==> src/rtl/ebc_pkg.sv <==
package ebc_pkg;
    localparam int ADDR_W = 32;
    localparam int DATA_W = 32;
    localparam int LANES  = DATA_W / 8;
    localparam int WIN_LSB = 20;
    localparam int BASE_W = ADDR_W - WIN_LSB;

    typedef struct packed {
        logic              en;
        logic [1:0]        bw;
        logic [1:0]        div;
        logic [3:0]        sz;
        logic [BASE_W-1:0] base;
        logic [1:0]        asu;
        logic [1:0]        csu;
        logic [3:0]        stw;
        logic [1:0]        hld;
    } chcfg_t;

    typedef enum logic [2:0] {
        S_IDLE, S_PICK, S_ASU, S_CSU, S_STRB, S_HOLD, S_DONE
    } st_e;

    function automatic logic [3:0] max_sz(input logic [1:0] bw);
        case (bw)
            2'd0:    return 4'd10;
            2'd1:    return 4'd9;
            default: return 4'd8;
        endcase
    endfunction

    function automatic logic [2:0] sub_count(input logic [1:0] bw);
        case (bw)
            2'd0:    return 3'd1;
            2'd1:    return 3'd2;
            default: return 3'd4;
        endcase
    endfunction

    function automatic logic [1:0] byte_off(input logic [1:0] bw, input logic [1:0] k);
        case (bw)
            2'd0:    return 2'd0;
            2'd1:    return {k[0], 1'b0};
            default: return k;
        endcase
    endfunction

    function automatic logic [LANES-1:0] lane_mask(input logic [1:0] bw,
                                                   input logic [LANES-1:0] be,
                                                   input logic [1:0] k);
        case (bw)
            2'd0:    return (k == 2'd0) ? be : '0;
            2'd1:    return (k[1] == 1'b0) ? {2'b00, be[{k[0], 1'b0} +: 2]} : '0;
            default: return {3'b000, be[k]};
        endcase
    endfunction
endpackage

==> src/rtl/ebc_cfg_regs.sv <==
module ebc_cfg_regs
    import ebc_pkg::*;
#(
    parameter int NCH = 8,
    localparam int IW = $clog2(NCH)
) (
    input  logic                clk,
    input  logic                rst_n,
    input  logic                we,
    input  logic [IW-1:0]       chan,
    input  logic                word_sel,
    input  logic [DATA_W-1:0]   wdata,
    output chcfg_t [NCH-1:0]    cfg
);
    for (genvar c = 0; c < NCH; c++) begin : g_reg
        always_ff @(posedge clk or negedge rst_n) begin
            if (!rst_n) begin
                cfg[c] <= '0;
            end else if (we && chan == IW'(c)) begin
                if (!word_sel) begin
                    cfg[c].en   <= wdata[0];
                    cfg[c].bw   <= wdata[2:1];
                    cfg[c].div  <= wdata[4:3];
                    cfg[c].sz   <= wdata[8:5];
                    cfg[c].base <= wdata[ADDR_W-1:WIN_LSB];
                end else begin
                    cfg[c].asu <= wdata[1:0];
                    cfg[c].csu <= wdata[3:2];
                    cfg[c].stw <= wdata[7:4];
                    cfg[c].hld <= wdata[9:8];
                end
            end
        end
    end
endmodule

==> src/rtl/ebc_decode.sv <==
module ebc_decode
    import ebc_pkg::*;
#(
    parameter int NCH = 8,
    localparam int IW = $clog2(NCH)
) (
    input  logic [ADDR_W-1:0] addr,
    input  chcfg_t [NCH-1:0]  cfg,
    output logic              hit,
    output logic [IW-1:0]     idx
);
    logic [NCH-1:0] hv;

    for (genvar c = 0; c < NCH; c++) begin : g_win
        logic [3:0]        s_eff;
        logic [BASE_W-1:0] keep;
        assign s_eff = (cfg[c].sz > max_sz(cfg[c].bw)) ? max_sz(cfg[c].bw) : cfg[c].sz;
        assign keep  = ~((BASE_W'(1) << s_eff) - BASE_W'(1));
        assign hv[c] = cfg[c].en &&
                       (((addr[ADDR_W-1:WIN_LSB] ^ cfg[c].base) & keep) == '0);
    end

    always_comb begin
        hit = |hv;
        idx = '0;
        for (int c = NCH - 1; c >= 0; c--) begin
            if (hv[c]) idx = IW'(c);
        end
    end
endmodule

==> src/rtl/ebc_seq.sv <==
module ebc_seq
    import ebc_pkg::*;
#(
    parameter int NCH = 8,
    localparam int IW = $clog2(NCH),
    localparam int LW = 6
) (
    input  logic              clk,
    input  logic              rst_n,
    input  logic              req,
    input  logic              we,
    input  logic [ADDR_W-1:0] addr,
    input  logic [DATA_W-1:0] wdata,
    input  logic [LANES-1:0]  be,
    input  logic              hit,
    input  logic [IW-1:0]     hit_idx,
    input  chcfg_t            hit_cfg,
    output logic              ack,
    output logic              err,
    output logic [DATA_W-1:0] rdata,
    output logic [ADDR_W-1:0] ext_addr,
    output logic [NCH-1:0]    ext_cs_n,
    output logic              ext_oe_n,
    output logic              ext_we_n,
    output logic [LANES-1:0]  ext_be_n,
    output logic [DATA_W-1:0] ext_dout,
    output logic              ext_dq_oe,
    input  logic [DATA_W-1:0] ext_din
);
    st_e                 state, nxt;
    logic [ADDR_W-3:0]   a_r;
    logic                we_r, err_r;
    logic [DATA_W-1:0]   wd_r, rd_acc;
    logic [LANES-1:0]    be_r, lm;
    chcfg_t              cfg_r;
    logic [IW-1:0]       idx_r;
    logic [2:0]          sub_r;
    logic [LW-1:0]       cnt, l_asu, l_csu, l_stb, l_hld, l_cur;
    logic [2:0]          tck;
    logic [1:0]          off, fk;
    logic                found, last, cs_on;

    assign tck   = {1'b0, cfg_r.div} + 3'd1;
    assign l_asu = LW'(cfg_r.asu) * LW'(tck);
    assign l_csu = LW'(cfg_r.csu) * LW'(tck);
    assign l_stb = LW'((cfg_r.stw == 4'd0) ? 4'd1 : cfg_r.stw) * LW'(tck);
    assign l_hld = LW'(cfg_r.hld) * LW'(tck);
    assign off   = byte_off(cfg_r.bw, sub_r[1:0]);
    assign lm    = lane_mask(cfg_r.bw, be_r, sub_r[1:0]);

    always_comb begin
        found = 1'b0;
        fk    = '0;
        for (int k = 3; k >= 0; k--) begin
            if (k >= int'(sub_r) && k < int'(sub_count(cfg_r.bw)) &&
                lane_mask(cfg_r.bw, be_r, 2'(k)) != '0) begin
                found = 1'b1;
                fk    = 2'(k);
            end
        end
    end

    always_comb begin
        unique case (state)
            S_ASU:   l_cur = l_asu;
            S_CSU:   l_cur = l_csu;
            S_STRB:  l_cur = l_stb;
            S_HOLD:  l_cur = l_hld;
            default: l_cur = LW'(1);
        endcase
    end
    assign last = (cnt == l_cur - LW'(1));

    // next-state logic
    always_comb begin
        nxt = state;
        unique case (state)
            S_IDLE: if (req) nxt = hit ? S_PICK : S_DONE;
            S_PICK: begin
                if (!found)              nxt = S_DONE;
                else if (l_asu != '0)    nxt = S_ASU;
                else if (l_csu != '0)    nxt = S_CSU;
                else                     nxt = S_STRB;
            end
            S_ASU:  if (last) nxt = (l_csu != '0) ? S_CSU : S_STRB;
            S_CSU:  if (last) nxt = S_STRB;
            S_STRB: if (last) nxt = (l_hld != '0) ? S_HOLD : S_PICK;
            S_HOLD: if (last) nxt = S_PICK;
            S_DONE: nxt = S_IDLE;
        endcase
    end

    // state register and datapath
    always_ff @(posedge clk or negedge rst_n) begin
        if (!rst_n) begin
            state  <= S_IDLE;
            cnt    <= '0;
            a_r    <= '0;
            we_r   <= 1'b0;
            err_r  <= 1'b0;
            wd_r   <= '0;
            be_r   <= '0;
            cfg_r  <= '0;
            idx_r  <= '0;
            sub_r  <= '0;
            rd_acc <= '0;
        end else begin
            state <= nxt;
            cnt   <= (nxt != state) ? '0 : cnt + LW'(1);
            if (state == S_IDLE && req) begin
                a_r    <= addr[ADDR_W-1:2];
                we_r   <= we;
                wd_r   <= wdata;
                be_r   <= be;
                cfg_r  <= hit_cfg;
                idx_r  <= hit_idx;
                err_r  <= !hit;
                sub_r  <= '0;
                rd_acc <= '0;
            end
            if (state == S_PICK && found) sub_r <= {1'b0, fk};
            if ((state == S_STRB || state == S_HOLD) && nxt == S_PICK) sub_r <= sub_r + 3'd1;
            if (state == S_STRB && last && !we_r) begin
                for (int i = 0; i < LANES; i++) begin
                    if (lm[i] && (int'(off) + i) < LANES)
                        rd_acc[8*(int'(off)+i) +: 8] <= ext_din[8*i +: 8];
                end
            end
        end
    end

    // outputs
    always_comb begin
        cs_on    = 1'b0;
        ext_oe_n = 1'b1;
        ext_we_n = 1'b1;
        unique case (state)
            S_CSU, S_HOLD: cs_on = 1'b1;
            S_STRB: begin
                cs_on    = 1'b1;
                ext_oe_n = we_r;
                ext_we_n = !we_r;
            end
            S_IDLE, S_PICK, S_ASU, S_DONE: cs_on = 1'b0;
        endcase
        ext_cs_n = '1;
        if (cs_on) ext_cs_n[idx_r] = 1'b0;
        ext_dq_oe = cs_on && we_r;
    end

    assign ext_addr = {a_r, off};
    assign ext_dout = wd_r >> {off, 3'b000};
    assign ext_be_n = ~lm;
    assign ack      = (state == S_DONE);
    assign err      = ack && err_r;
    assign rdata    = rd_acc;

    AST_CS_ONEHOT: assert property (@(posedge clk) disable iff (!rst_n)
        $onehot0(~ext_cs_n));
    AST_STROBE_EXCL: assert property (@(posedge clk) disable iff (!rst_n)
        !(!ext_oe_n && !ext_we_n));
    AST_STROBE_IN_CS: assert property (@(posedge clk) disable iff (!rst_n)
        (!ext_oe_n || !ext_we_n) |-> !(&ext_cs_n));
    AST_STROBE_ADDR_STABLE: assert property (@(posedge clk) disable iff (!rst_n)
        (!ext_we_n && $past(!ext_we_n)) |-> $stable(ext_addr));
    AST_ERR_QUIET: assert property (@(posedge clk) disable iff (!rst_n)
        err |-> (&ext_cs_n));
    AST_ACK_PULSE: assert property (@(posedge clk) disable iff (!rst_n)
        ack |=> !ack);
    AST_DQ_ON_WRITE: assert property (@(posedge clk) disable iff (!rst_n)
        (!ext_we_n) |-> ext_dq_oe);
endmodule

==> src/rtl/ext_bus_ctrl.sv <==
module ext_bus_ctrl
    import ebc_pkg::*;
#(
    parameter int NCH = 8,
    localparam int IW = $clog2(NCH)
) (
    input  logic              clk,
    input  logic              rst_n,
    input  logic              cfg_we,
    input  logic [IW-1:0]     cfg_chan,
    input  logic              cfg_word_sel,
    input  logic [DATA_W-1:0] cfg_wdata,
    input  logic              host_req,
    input  logic              host_we,
    input  logic [ADDR_W-1:0] host_addr,
    input  logic [DATA_W-1:0] host_wdata,
    input  logic [LANES-1:0]  host_be,
    output logic              host_ack,
    output logic              host_err,
    output logic [DATA_W-1:0] host_rdata,
    output logic [ADDR_W-1:0] ext_addr,
    output logic [NCH-1:0]    ext_cs_n,
    output logic              ext_oe_n,
    output logic              ext_we_n,
    output logic [LANES-1:0]  ext_be_n,
    output logic [DATA_W-1:0] ext_dout,
    output logic              ext_dq_oe,
    input  logic [DATA_W-1:0] ext_din
);
    chcfg_t [NCH-1:0] cfg;
    logic             hit;
    logic [IW-1:0]    hit_idx;

    ebc_cfg_regs #(.NCH(NCH)) u_regs (
        .clk(clk), .rst_n(rst_n), .we(cfg_we), .chan(cfg_chan),
        .word_sel(cfg_word_sel), .wdata(cfg_wdata), .cfg(cfg)
    );

    ebc_decode #(.NCH(NCH)) u_dec (
        .addr(host_addr), .cfg(cfg), .hit(hit), .idx(hit_idx)
    );

    ebc_seq #(.NCH(NCH)) u_seq (
        .clk(clk), .rst_n(rst_n), .req(host_req), .we(host_we),
        .addr(host_addr), .wdata(host_wdata), .be(host_be),
        .hit(hit), .hit_idx(hit_idx), .hit_cfg(cfg[hit_idx]),
        .ack(host_ack), .err(host_err), .rdata(host_rdata),
        .ext_addr(ext_addr), .ext_cs_n(ext_cs_n), .ext_oe_n(ext_oe_n),
        .ext_we_n(ext_we_n), .ext_be_n(ext_be_n), .ext_dout(ext_dout),
        .ext_dq_oe(ext_dq_oe), .ext_din(ext_din)
    );
endmodule

==> config.mk <==
export PLATFORM = sky130hd
export DESIGN_NAME = ext_bus_ctrl
export DESIGN_NICKNAME = d
export VERILOG_FILES = /design/src/rtl/ebc_pkg.sv /design/src/rtl/ebc_cfg_regs.sv /design/src/rtl/ebc_decode.sv /design/src/rtl/ebc_seq.sv /design/src/rtl/ext_bus_ctrl.sv
export SDC_FILE = /design/constraint.sdc
export NUM_CORES = 1
export LEC_CHECK = 0
export BUFFER_PORTS_ARGS = -buffer_cell sky130_fd_sc_hd__buf_2
export CORE_UTILIZATION = 54
export CTS_CLUSTER_DIAMETER = 60
export CTS_CLUSTER_SIZE = 24
export DETAILED_ROUTE_END_ITERATION = 8
export HOLD_SLACK_MARGIN = 0.03
export PLACE_DENSITY = 0.85
export RECOVER_POWER = 100
export SETUP_SLACK_MARGIN = 0.02
export SLEW_MARGIN = 10
export SYNTH_ARGS = -nofsm -noshare
export SYNTH_HDL_FRONTEND = slang
export SYNTH_SLANG_ARGS = --single-unit
export TNS_END_PERCENT = 20
==> constraint.sdc <==
create_clock -name clk -period 4.6 [get_ports clk]
set_clock_uncertainty 0.05 [all_clocks]
set_input_delay 0.46 -clock clk [delete_from_list [all_inputs] [get_ports clk]]
set_output_delay 0.46 -clock clk [all_outputs]
set_load 0.01 [all_outputs]
# Word-level counts from Yosys, hierarchy flattened
# Index checks and enable logic that the tools add are counted.
[totals]
ff_bits = 377
input_bits = 141
[op_classes]
add_sub_neg = 19
multipliers = 4
n_lt_le_gt_ge = 24
n_eq_ne = 25
shifts = 18
n_mux = 81
bitwise = 27
n_reduce_logical = 88
[ops]
columns = ["op", "n"]
rows = [
  ["$mux 32", 9],
  ["$shift 8x33->32 const A", 4],
  ["$shiftx 8x33->32", 4],
  ["$bwmux 32", 4],
  ["$neg 32->33", 3],
  ["$and 12x12->12", 8],
  ["$logic_not 12->1", 8],
  ["$lt 32x4->1 const B", 3],
  ["$not 12->12", 8],
  ["$shl 1x4->12 const A", 8],
  ["$sub 12x2->12 const B", 8],
  ["$xor 12x12->12", 8],
  ["$bmux 31 s3", 1],
  ["$mux 3", 21],
  ["$mux 4", 10],
  ["$pmux 2 s2", 10],
  ["$logic_and 1x1->1", 36],
  ["$neg 5->33", 1],
  ["$gt 4x4->1", 8],
  ["$reduce_and 2->1", 16],
  ["$shr 32x5->32", 1],
  ["$mux 30", 1],
  ["$pmux 6 s4", 1],
  ["$eq 3x3->1 const B", 7],
  ["45 further kinds", 98],
]

# Depth between registers and ports, before layout
# Gate-level depths: netlist of the first run.
[logic_depth]
word_depth = 20
depth_mapped = 19

# Hierarchy
# A second synthesis of the first run with hierarchy kept.
[unflattened]
cells_unflattened = 2192
hier_area_um2 = 23109.7
[modules_own_cells]
columns = ["module", "n_inst", "cells_each", "area_each_um2", "seq_area_each_um2"]
rows = [
  ["ebc_cfg_regs", 1, 550, 9295.2, 6206.0],
  ["ebc_seq", 1, 991, 8091.5, 3228.1],
  ["ebc_decode", 1, 541, 3628.5, 0.0],
  ["ext_bus_ctrl", 1, 110, 2094.5, 0.0],
]

# Worst setup path before layout of the first run
# OpenSTA, ideal clock, no wires.
[synth_timing]
path_type = "register to register"
from = "register u_seq.cfg_r[26] in the netlist's numbering"
to = "register u_seq.cnt[0]"
arrival_ps = 4266
slack_ps = 179
stages_incl_launch_ff = 17
n_path_buf = 1
synth_period_minus_slack_ps = 4421
cell_sequence = "dfrtp_1 -> ha_1 -> and2_1 -> fa_1 -> ha_1 -> fa_1 -> xnor2_1 -> o32ai_1 -> nor2_1 -> a21oi_1 -> xnor3_1 -> and4_1 -> and2_1 -> clkbuf_1 -> a211o_1 -> a311oi_1 -> nor4b_1"
[synth_via]
elab_chain_cells = 9
elab_cells_between_ends = 22
classes_between = "2 x add/sub; 4 x mul; 2 x eq/ne; 11 x mux; 3 x reduce/logical"
[synth_lines]
columns = ["element", "line_no", "rtl"]
rows = [
  ["start, declared", "ebc_seq.sv:35", "chcfg_t cfg_r;"],
  ["start signal, assigned", "ebc_seq.sv:115", "cfg_r <= hit_cfg;"],
  ["$add 2x1->3 *", "ebc_seq.sv:43", "assign tck = {1'b0, cfg_r.div} + 3'd1;"],
  ["$mul 6x3->6, or another cell as far along", "ebc_seq.sv:46", "assign l_stb = LW'((cfg_r.stw == 4'd0) ? 4'd1 : cfg_r.stw) * LW'(tck);"],
  ["$pmux 6 s4 or $reduce_bool 6->1 (tied branches)", "ebc_seq.sv:64, ebc_seq.sv:82, ebc_seq.sv:85", ""],
  ["$sub 6x1->6 or $mux 3 (tied branches)", "ebc_seq.sv:72, ebc_seq.sv:82, ebc_seq.sv:85", ""],
  ["$eq 6x6->1 or $mux 3 (tied branches)", "ebc_seq.sv:72, ebc_seq.sv:81", ""],
  ["$mux 3, on equally long branches", "n/a", ""],
  ["$pmux 3 s7 *", "ebc_seq.sv:77", "unique case (state)"],
  ["$ne 3x3->1 *", "ebc_seq.sv:109", "cnt <= (nxt != state) ? '0 : cnt + LW'(1);"],
  ["$mux 6 *", "ebc_seq.sv:109", ""],
  ["end signal, assigned", "ebc_seq.sv:109", ""],
  ["end, declared", "ebc_seq.sv:38", "logic [LW-1:0] cnt, l_asu, l_csu, l_stb, l_hld, l_cur;"],
]
# Every way passes the cells marked *; elsewhere a longest branch is shown, timed or not.
# A chain may end at the register's enable or synchronous reset.

# Final worst setup path of the first run
[layout_timing]
from = "register, netlist name u_regs.cfg[146]"
to = "register u_seq.cfg_r[1] in the netlist's numbering"
[layout_via]
elab_chain_cells = 15
[layout_lines]
columns = ["element", "line_no", "rtl"]
rows = [
  ["$gt 4x4->1", "ebc_decode.sv:17", "assign s_eff = (cfg[c].sz > max_sz(cfg[c].bw)) ? max_sz(cfg[c].bw) : cfg[c].sz;"],
  ["$mux 4 *", "ebc_decode.sv:17", ""],
  ["$shl 1x4->12 *", "ebc_decode.sv:18", "assign keep = ~((BASE_W'(1) << s_eff) - BASE_W'(1));"],
  ["$sub 12x2->12 *", "ebc_decode.sv:18", ""],
  ["$not 12->12 *", "ebc_decode.sv:18", ""],
  ["$and 12x12->12 *", "ebc_decode.sv:20", "(((addr[ADDR_W-1:WIN_LSB] ^ cfg[c].base) & keep) == '0);"],
  ["$logic_not 12->1 *", "ebc_decode.sv:20", ""],
  ["$logic_and 1x1->1 *", "ebc_decode.sv:19", "assign hv[c] = cfg[c].en &&"],
  ["$mux 3 * (5 in a row)", "ebc_decode.sv:27", "if (hv[c]) idx = IW'(c);"],
  ["$bmux 31 s3 *", "ext_bus_ctrl.sv:46", ".hit(hit), .hit_idx(hit_idx), .hit_cfg(cfg[hit_idx]),"],
  ["$mux 30 (not written as such) *", "ext_bus_ctrl.sv:46", ""],
]
# Every way passes the cells marked *; elsewhere a longest branch is shown, timed or not. The select of a mux whose other input is x is not followed.

==> results.py, run 1 <==
metrics = {
    "run": {
        "timing.max_cap.violations": 1,
    },
    "route": {
        "drtIter0Drc": 2075,
        "drc": 0,
        "routed_wl_mm": 64.4,
        "first_pass_iters": 6,
        "vias_per_cell": 6.26,
        "vias": 18900,
        "avgRoutedWirePerCell_um": 21.4,
        "ant_nets": 0,
    },
    "status": {
        "outcome": "finished with violations",
        "violations": "max-capacitance violations, max-slew violations",
    },
    "placement": {
        "dp.cells": 2896,
        "numPortBuffers": 241,
        "place_congestion": 0.943,
        "post-place-ws_ns": 0.00612,
        "dp.final_hpwl_mm": 42.7,
    },
    "cts": {
        "clockBufferDepth": 3,
        "cts_sinks": 377,
        "cts_htree_levels": 1,
        "tritoncts": "yes",
        "cts_inserted_buffers": 30,
        "clkTransAtPathRegs_ns": 0.09,
        "root_buffer": "clkbuf_16",
        "clock_latency_ns": 0.61,
    },
    "grt": {
        "antenna_found_initial": 4,
        "grt_pass1_wl_mm": 101,
        "overflow": 0,
        "grt_usage_pct": 30.8,
        "grt_max_degree": 127,
        "grt_pass1_vias": 18800,
    },
    "floorplanning": {
        "row_count": 73,
        "coreArea_um2": 39800,
        "die_h_um": 203,
        "die_w_um": 203,
        "dieArea_um2": 41200,
        "ios": 254,
        "start_util_pct": 54.8,
    },
    "worst_setup_path": {
        "critPathCaptureType": "register",
        "timing.rr.start": "u_regs.cfg[146]$_DFFE_PN0P_",
        "critPathLaunchType": "register",
        "crit_fanout": 16,
        "r2r_end": "u_seq.cfg_r[1]$_DFFE_PN0P_",
        "ff2ff_setup_slack_ns": 0.12,
        "arrival_ns": 4.91,
        "r2r.worst_path.cells": 14,
        "crit_type": "reg -> reg",
        "crit_required_ns": 5.03,
    },
    "logic_synthesis": {
        "synth_edf_count": 0,
        "ys_top_cells_by_area": "dfrtp_1 43%, mux2_2 13%, nand2_1 5.8%, mux2i_1 3.2%, ha_1 2.9%",
        "ys_seq_elements": 377,
        "synthesis.nets": 2404,
        "ys_types": 79,
        "synthCells": 2207,
        "ys.warnings.count": 0,
        "ys.flop_type": "dfrtp_1",
        "avgSynthCellArea_um2": 9.88,
        "yosysSeqAreaShare_pct": 43.3,
        "yosysTopAreaCellShare_pct": 43.3,
        "synth.cell_area_um2": 21800,
        "synthArstFlopShare_pct": 100,
        "yosys.area.top_type": "dfrtp_1",
    },
    "timing": {
        "setup_viol": 0,
        "slew_violations": 126,
        "period_needed_ns": 4.48,
        "clock.fmax_mhz": 223,
        "slew_headroom_pct": -118,
        "tightest_slew_ns": 3.27,
        "holdWs_ns": 0.0465,
        "period_share_pct": 97.3,
        "final.setup.worst_slack_ns": 0.122,
        "rsz0062_at_grt": "yes",
        "finalHoldViolCount": 0,
    },
    "layout": {
        "drive_gt1_share_pct": 22.7,
        "nets": 2657,
        "final_cell_mix": "377 x dfrtp_1, 336 x nand2_1, 239 x mux2_2, 146 x buf_2, 104 x clkbuf_1",
        "fin_util_pct": 63.6,
        "syn_to_final_growth_pct": 16.2,
        "stdcell_count": 3013,
        "final_common_cell": "dfrtp_1",
    },
    "min_path": {
        "min_to": "u_seq.wd_r[12]$_DFFE_PN0P_",
        "whs_path_depth": 3,
        "hold_path.class": "in -> reg",
        "worstHoldStart": "host_wdata[12]",
    },
    "pwr": {
        "vdd_drop_max_uv": 401,
        "p_leak_nw": 11.3,
        "powerDensity_nw_per_um2": 550,
    },
}
power breakdown:
group          internal, mW  switching [mW]
clock network          1.37            1.46
registers              4.27           0.821
logic                  2.53            3.50
total                  8.17            5.78
synth_stat cells, drive strengths merged, types with 9 or more instances:
cell type	count
nand2b	25
or3	12
inv	44
nor4b	19
nand2	338
nor2	95
nor4	12
clkbuf	116
xor2	53
a221oi	15
a31oi	30
and2	25
ha	50
mux2	243
nor2b	30
xnor2	68
nor3	44
o21ai	98
mux2i	70
or2	9
nand3	62
or4	13
a211oi	30
a21oi	57
a22oi	16
o31ai	29
buf	39
and3	28
o211ai	20
dfrtp	377
area by class of cell:
cell class                 instances  area [um^2]
fill                            3105        14500
tap                              525          657
timing repair buffer             376         2210
clock inverter                    23          285
inverter                          44          165
multi-input combinational       1631        11800
antenna                            4         10.0
clock buffer                      33          803
sequential                       377         9430
metrics by stage:
stage | TNS (ns) | cell area (um^2) | power (mW)
finish | 0 | 25300 | 13.9
global route | -0.00630 | 25300 | 14.8
CTS | 0 | 25400 | 13.8
detailed placement | 0 | 23700 | 10.9
global placement | 0 | 23700 | 10.6
floorplan | 0 | 21800 | 9.01
per-layer routing:
| layer | wire length (um) | track usage [%] | share of wire (%) |
|---|---|---|---|
| met1 | 25300 | 38.9 | 39 |
| met2 | 31000 | 51.8 | 48 |
| met3 | 4560 | 4.51 | 7.1 |
| met4 | 3410 | 15.1 | 5.3 |
| met5 | 0 | 0 | 0 |
worst max path at each step:
| stage | cells after the start | slack (ns) | from | to |
|---|---|---|---|---|
| global placement | 16 | 0.13 | u_seq.cfg_r[26]$_DFFE_PN0P_ | u_seq.cnt[0]$_DFF_PN0_ |
| detailed placement | 15 | 0.006 | u_regs.cfg[28]$_DFFE_PN0P_ | u_seq.cfg_r[9]$_DFFE_PN0P_ |
| floorplan | 16 | 0.18 | u_seq.cfg_r[26]$_DFFE_PN0P_ | u_seq.cnt[0]$_DFF_PN0_ |
| global route | 18 | -0.005 | u_seq.cfg_r[3]$_DFFE_PN0P_ | u_seq.cnt[3]$_DFF_PN0_ |
| finish | 14 | 0.12 | u_regs.cfg[146]$_DFFE_PN0P_ | u_seq.cfg_r[1]$_DFFE_PN0P_ |
| CTS | 13 | 0.01 | u_regs.cfg[180]$_DFFE_PN0P_ | u_seq.cfg_r[2]$_DFFE_PN0P_ |
worst max-delay path: stages (launching register included):
cell,delay [ns]
dfrtp_1,0.46
nor2_1,0.29
nand2_1,0.10
ha_1,0.31
xor2_1,0.21
o2111ai_1,0.15
a2111oi_2,0.41
o311ai_1,0.21
or4_1,0.49
and3_1,0.24
o21ai_4,0.31
buf_12,0.22
mux2i_1,0.33
nor2_1,0.06
or4_1,0.51
kinds of logic (layout without fill, tap and decap cells):
group	after synthesis	after routing	share of synthesized area [%]
other cells	0	4	0
buf+inv	199	476	3.59
mux	314	314	15.9
fa+ha+maj	56	56	3.42
flops	377	377	43.3
simple gates	738	738	16.2
compound gates	401	401	12.7
xor+xnor	122	122	4.96
state kept, by name, summed over array words and instances, names as in the netlist:
signal / flops
u_seq.cfg_r: 14
u_seq.a_r: 30
u_regs.cfg: 248
u_seq.be_r: 4
u_seq.wd_r: 32
u_seq.idx_r: 3
u_seq.err_r: 1
u_seq.rdata: 32
u_seq.we_r: 1
u_seq.state: 3
u_seq.sub_r: 3
u_seq.cnt: 6
repair_timing:
| action | CTS | global route |
|---|---|---|
| gates resized for setup | 4 | 32 |
| pin swaps | 0 | 2 |
| endpoints found under the hold margin | 173 | 0 |
| setup endpoints to repair | 17 | 43 |
| hold buffers | 53 | 0 |
| buffers inserted | 0 | 4 |
(Power assumes the default switching activity.)
==> run 2: changes to the inputs <==
==> constraint.sdc (replaced) <==
create_clock -name clk -period 4.6 [get_ports clk]
set_clock_uncertainty 0.05 [all_clocks]
set_input_delay 0.92 -clock clk [delete_from_list [all_inputs] [get_ports clk]]
set_output_delay 0.92 -clock clk [all_outputs]
set_load 0.01 [all_outputs]
==> run 2 against run 1 <==
Against the previous run: the run still ends with max-capacitance violations, max-slew violations left; sequential cell count unchanged; power is 0.72% higher; worst hold slack improved by 0.38 ns; critical path depth rose by 1; setup slack improved by 0.013 ns; global-route usage decreased by 0.66 points.
==> results.py, run 2 (synthesis gave the netlist of run 1 again) <==
metrics = {
    "timing": {
        "finalHoldViolCount": 0,
        "clock.fmax_mhz": 224,
        "rsz0062_at_grt": "yes",
        "period_needed_ns": 4.46,
        "holdWs_ns": 0.422,
        "setup_viol": 0,
        "slew_headroom_pct": -86.2,
        "slew_violations": 107,
        "tightest_slew_ns": 2.79,
        "period_share_pct": 97.0,
    },
    "route": {
        "vias_per_cell": 6.23,
        "avgRoutedWirePerCell_um": 21.3,
        "ant_nets": 0,
        "vias": 18600,
        "drtIter0Drc": 2058,
        "routed_wl_mm": 63.6,
        "first_pass_iters": 6,
        "drc": 0,
    },
    "run": {
        "timing.max_cap.violations": 2,
    },
    "layout": {
        "largest_reg_flops": 248,
        "final_cell_mix": "376 x dfrtp_1, 337 x nand2_1, 242 x mux2_2, 153 x buf_2, 97 x clkbuf_1",
        "syn_to_final_growth_pct": 14.8,
        "nets": 2629,
        "final_common_cell": "dfrtp_1",
        "fillCellCount": 3145,
        "fin_util_pct": 62.9,
        "drive_gt1_share_pct": 24.5,
        "final_cell_area_um2": 25000,
        "top_register": "u_regs.cfg",
    },
    "floorplanning": {
        "row_count": 73,
        "start_util_pct": 54.8,
        "ios": 254,
        "dieArea_um2": 41200,
        "die_w_um": 203,
        "die_h_um": 203,
        "coreArea_um2": 39800,
    },
    "worst_setup_path": {
        "crit_start": "u_regs.cfg[239]$_DFFE_PN0P_",
        "arrival_ns": 4.90,
        "crit_required_ns": 5.03,
        "timing.rr.start": "u_regs.cfg[239]$_DFFE_PN0P_",
        "crit_fanout": 9,
        "critPathCaptureType": "register",
        "crit_type": "reg -> reg",
        "critPathLaunchType": "register",
    },
    "min_path": {
        "hold_path.class": "reg -> reg",
        "worstHoldStart": "u_seq.wd_r[6]$_DFFE_PN0P_",
    },
    "cts": {
        "cts_inserted_buffers": 30,
        "tritoncts": "yes",
        "cts_sinks": 377,
        "clkTransAtPathRegs_ns": 0.08,
        "clockBufferDepth": 3,
        "root_buffer": "clkbuf_16",
        "clock_latency_ns": 0.60,
        "cts_htree_levels": 1,
    },
    "placement": {
        "postPlaceCellArea_um2": 23900,
        "place_congestion": 0.933,
        "dp.final_hpwl_mm": 44.4,
        "numPortBuffers": 241,
    },
    "status": {
        "outcome": "finished with violations",
        "violations": "max-capacitance violations, max-slew violations",
    },
    "pwr": {
        "vdd_drop_max_uv": 428,
        "p_leak_nw": 11.2,
        "powerDensity_nw_per_um2": 561,
    },
    "grt": {
        "grt_usage_pct": 30.2,
        "grt_max_degree": 107,
        "grt_pass1_wl_mm": 99.1,
        "antenna_found_initial": 7,
        "overflow": 0,
        "grt_pass1_vias": 18400,
    },
}
[run 2: through the flow]
step | total power [mW] | cells | TNS (ns) | setup slack, ns
after floorplan | 9.01 | 2207 | 0 | 0.179
after global placement | 10.7 | 2918 | 0 | 0.0155
after detailed placement | 11.0 | 2918 | -1.84 | -0.203
after CTS | 13.9 | 2974 | -0.00758 | -0.00758
after global routing | 14.9 | 2986 | -0.0525 | -0.0198
final | 14.0 | 2987 | 0 | 0.136
[run 2: final timing paths]
check	end	slack [ns]	cells after the start
worst min register to register	u_seq.wd_r[6]$_DFFE_PN0P_	0.42	2
max in group asynchronous	u_seq.cfg_r[5]$_DFFE_PN0P_	0.83	2
worst min-delay path	u_seq.wd_r[6]$_DFFE_PN0P_	0.42	2
min in group asynchronous	u_regs.cfg[220]$_DFFE_PN0P_	1.13	1
worst max-delay path	u_seq.cfg_r[3]$_DFFE_PN0P_	0.14	15
worst max register to register	u_seq.cfg_r[3]$_DFFE_PN0P_	0.14	15
[run 2: worst max-delay path, cell delays in order (launching register included)]
cell and delay [ns]:
dfrtp_1 0.39, or4_1 0.58, ha_1 0.28, nor3_1 0.20, o211ai_1 0.12, a32oi_1 0.25, o211ai_1 0.14, or4_1 0.51
o21ai_0 0.18, buf_4 0.16, and3_1 0.22, o21a_2 0.29, buf_4 0.18, nor4b_1 0.05, a2111o_1 0.45, or3_1 0.31
[run 2: routing by layer]
| layer | share of wire (%) | global-route usage [%] |
|---|---|---|
| met1 | 40 | 39.6 |
| met3 | 7.3 | 4.01 |
| met4 | 4.5 | 13.1 |
| met5 | 0.049 | 0 |
| met2 | 48 | 50.1 |
[run 2: layout make-up]
class | instances | area (um^2) | share of cell area [%]
multi-input cells | 1632 | 11800 | 47.0
flip-flops and latches | 377 | 9440 | 37.7
repair buffers | 346 | 1890 | 7.53
clock buffers | 31 | 776 | 3.10
well taps | 525 | 657 | 2.62
clock inverters | 25 | 340 | 1.36
inverters | 44 | 169 | 0.674
diodes | 6 | 15.0 | 0.0599
repair inverters | 1 | 5.00 | 0.0200
[run 2: repair_timing]
action	CTS	global route
gates resized for setup	4	35
hold buffers	0	0
buffers inserted	0	5
pin swaps	0	7
endpoints found under the setup margin	17	67
gates cloned	0	2
[run 2: power breakdown]
part / switching, mW / internal, mW / total, mW
registers: 0.827 / 4.27 / 5.10
logic: 3.51 / 2.57 / 6.08
clock network: 1.51 / 1.37 / 2.87
==> run 3: changes to the inputs <==
Settings changed: CELL_PAD_IN_SITES_DETAIL_PLACEMENT set to 0, CELL_PAD_IN_SITES_GLOBAL_PLACEMENT set to 2, CORE_UTILIZATION 54 to 34, PLACE_DENSITY 0.85 to 0.84.
==> run 3 against run 2 <==
Against the previous run: combinational power about the same; routed wire length increased by 5.2%; the flow still finishes with violations (max-capacitance violations, max-slew violations); core utilization decreased by 22 points; clock power increased by 13%; critical path type unchanged; maximum frequency decreased by 0.87%; die area increased by 58%; non-clock buffer count increased by 29; highest routed layer unchanged.
==> results.py, run 3 (synthesis gave the netlist of run 1 again) <==
metrics = {
    "timing": {
        "slew_headroom_pct": -34.8,
        "slew_violations": 251,
        "finalHoldViolCount": 0,
        "period_share_pct": 97.9,
        "tightest_slew_ns": 2.02,
        "period_needed_ns": 4.50,
        "clock.fmax_mhz": 222,
        "setup_viol": 0,
    },
    "route": {
        "ant_nets": 0,
        "vias_per_cell": 5.34,
        "drtIter0Drc": 1253,
        "avgRoutedWirePerCell_um": 20.0,
        "routed_wl_mm": 66.8,
        "wl_met1_mm": 30.0,
        "drc": 0,
        "first_pass_iters": 5,
        "vias": 17800,
        "met2_length_mm": 31.5,
        "met3WireLength_mm": 3.44,
        "highest_layer": "met5",
    },
    "cts": {
        "clockBufferDepth": 3,
        "root_buffer": "clkbuf_16",
        "cts_htree_levels": 2,
        "cts_inserted_buffers": 36,
        "clock_latency_ns": 0.58,
        "tritoncts": "yes",
        "cts_sinks": 377,
        "clkTransAtPathRegs_ns": 0.09,
    },
    "grt": {
        "grt_usage_pct": 20.2,
        "grt_max_degree": 154,
        "grt_pass1_wl_mm": 102,
        "grt_pass1_vias": 17400,
        "overflow": 0,
        "antenna_found_initial": 5,
    },
    "placement": {
        "place_congestion": 0.897,
        "dp.final_hpwl_mm": 47.4,
        "postPlaceCellArea_um2": 24600,
        "dp.cells": 3269,
        "numPortBuffers": 241,
    },
    "layout": {
        "stdcell_count": 3337,
        "final_cell_area_um2": 25900,
        "multi_input_area_um2": 11800,
        "seq_area_um2": 9440,
        "final_cell_mix": "376 x dfrtp_1, 337 x nand2_1, 242 x mux2_2, 154 x buf_2, 113 x buf_4",
        "fillCellCount": 6232,
        "nets": 2662,
        "largest_reg_flops": 248,
        "top_register": "u_regs.cfg",
        "final_common_cell": "dfrtp_1",
        "drive_gt1_share_pct": 25.6,
        "syn_to_final_growth_pct": 18.6,
    },
    "floorplanning": {
        "row_count": 92,
        "ios": 254,
        "die_w_um": 255,
        "die_h_um": 255,
        "start_util_pct": 34.5,
        "coreArea_um2": 63200,
        "dieArea_um2": 65200,
    },
    "worst_setup_path": {
        "crit_required_ns": 5.01,
        "critPathLaunchType": "register",
        "r2r.worst_path.cells": 15,
        "crit_type": "reg -> reg",
        "critPathCaptureType": "register",
        "crit_fanout": 7,
        "worstSetupEndpoint": "u_seq.cfg_r[3]$_DFFE_PN0P_",
        "r2r_end": "u_seq.cfg_r[3]$_DFFE_PN0P_",
        "ff2ff_setup_slack_ns": 0.1,
        "timing.rr.start": "u_regs.cfg[183]$_DFFE_PN0P_",
        "arrival_ns": 4.92,
        "crit_start": "u_regs.cfg[183]$_DFFE_PN0P_",
    },
    "pwr": {
        "p_leak_nw": 11.5,
        "vdd_drop_max_uv": 343,
        "powerDensity_nw_per_um2": 556,
    },
    "min_path": {
        "hold_path.class": "reg -> reg",
    },
    "status": {
        "violations": "max-capacitance violations, max-slew violations",
        "outcome": "finished with violations",
    },
    "run": {
        "timing.max_cap.violations": 3,
    },
}
-- run 3: cell types whose count changed in the layout (fill, tap and decap cells not counted), moves of 4 or more --
cell       change
buf_12         +5
buf_4         +27
clkbuf_16      +6
diode_2        -4
inv_6          +7
-- run 3: how the worst min path moves through the flow --
stage / start / end / slack (ns) / cells past startpoint
6_report: u_seq.wd_r[6]$_DFFE_PN0P_ / u_seq.wd_r[6]$_DFFE_PN0P_ / 0.43 / 2
5_1_grt: u_seq.wd_r[6]$_DFFE_PN0P_ / u_seq.wd_r[6]$_DFFE_PN0P_ / 0.44 / 2
4_1_cts: rst_n / u_regs.cfg[66]$_DFFE_PN0P_ / 0.28 / 1
3_5_place_dp: u_seq.a_r[4]$_DFFE_PN0P_ / u_seq.a_r[4]$_DFFE_PN0P_ / 0.41 / 2
3_3_place_gp: u_seq.a_r[1]$_DFFE_PN0P_ / u_seq.a_r[1]$_DFFE_PN0P_ / 0.40 / 2
2_1_floorplan: u_seq.wd_r[0]$_DFFE_PN0P_ / u_seq.wd_r[0]$_DFFE_PN0P_ / 0.39 / 2
-- run 3: where the power goes --
| group | leakage [nW] | total [mW] | internal [mW] | switching, mW |
|---|---|---|---|---|
| Sequential | 4.71 | 5.07 | 4.27 | 0.795 |
| Combinational | 6.15 | 6.09 | 2.64 | 3.45 |
| Clock | 0.615 | 3.23 | 1.69 | 1.53 |
| Total | 11.5 | 14.4 | 8.60 | 5.78 |
-- run 3: through the flow --
stage	setup slack, ns	hold slack (ns)	TNS, ns	total power [mW]	util, %
final	0.0966	0.426	0	14.4	40.9
after global routing	-0.00598	0.438	-0.0102	15.4	40.9
after CTS	0.0134	0.278	0	14.4	41.0
after detailed placement	-0.0924	0.408	-0.129	11.1	38.9
after global placement	-0.0285	0.403	-0.0336	11.0	38.9
after floorplan	0.179	0.387	0	9.01	-
-- run 3: per-layer routing --
metal	vias up	GRT usage, %
met5	-	0
met4	8	6.40
met3	107	3.00
met2	461	32.9
met1	8841	27.4
li1	8399	-
-- run 3: critical path, stage by stage, from the launching register on --
cell and delay [ns]:
dfrtp_1 0.46, or2_4 0.28, ha_4 0.28, nand2b_1 0.08, a32oi_2 0.27, mux2i_2 0.31
nand4_1 0.12, a2111o_1 0.46, buf_4 0.15, o41a_1 0.20, a2111oi_4 0.51, nor4_2 0.08
and2_1 0.21, buf_12 0.14, a2111o_1 0.45, or3_1 0.33
-- run 3: cell type report --
type                            count  share of cell area [%]
Multi-Input combinational cell   1631                    45.5
Tap cell                          846                    4.09
Sequential cell                   377                    36.5
Inverter                           44                   0.639
Clock buffer                       39                    3.61
Clock inverter                     23                    1.27
Antenna cell                        2                  0.0193
Timing Repair Buffer              375                    8.40
-- run 3: repair_timing --
action                     CTS  global route
gates resized for setup      4            33
pin swaps                    0             5
setup endpoints to repair   10            31
buffers inserted             0             4
hold buffers                 0             0
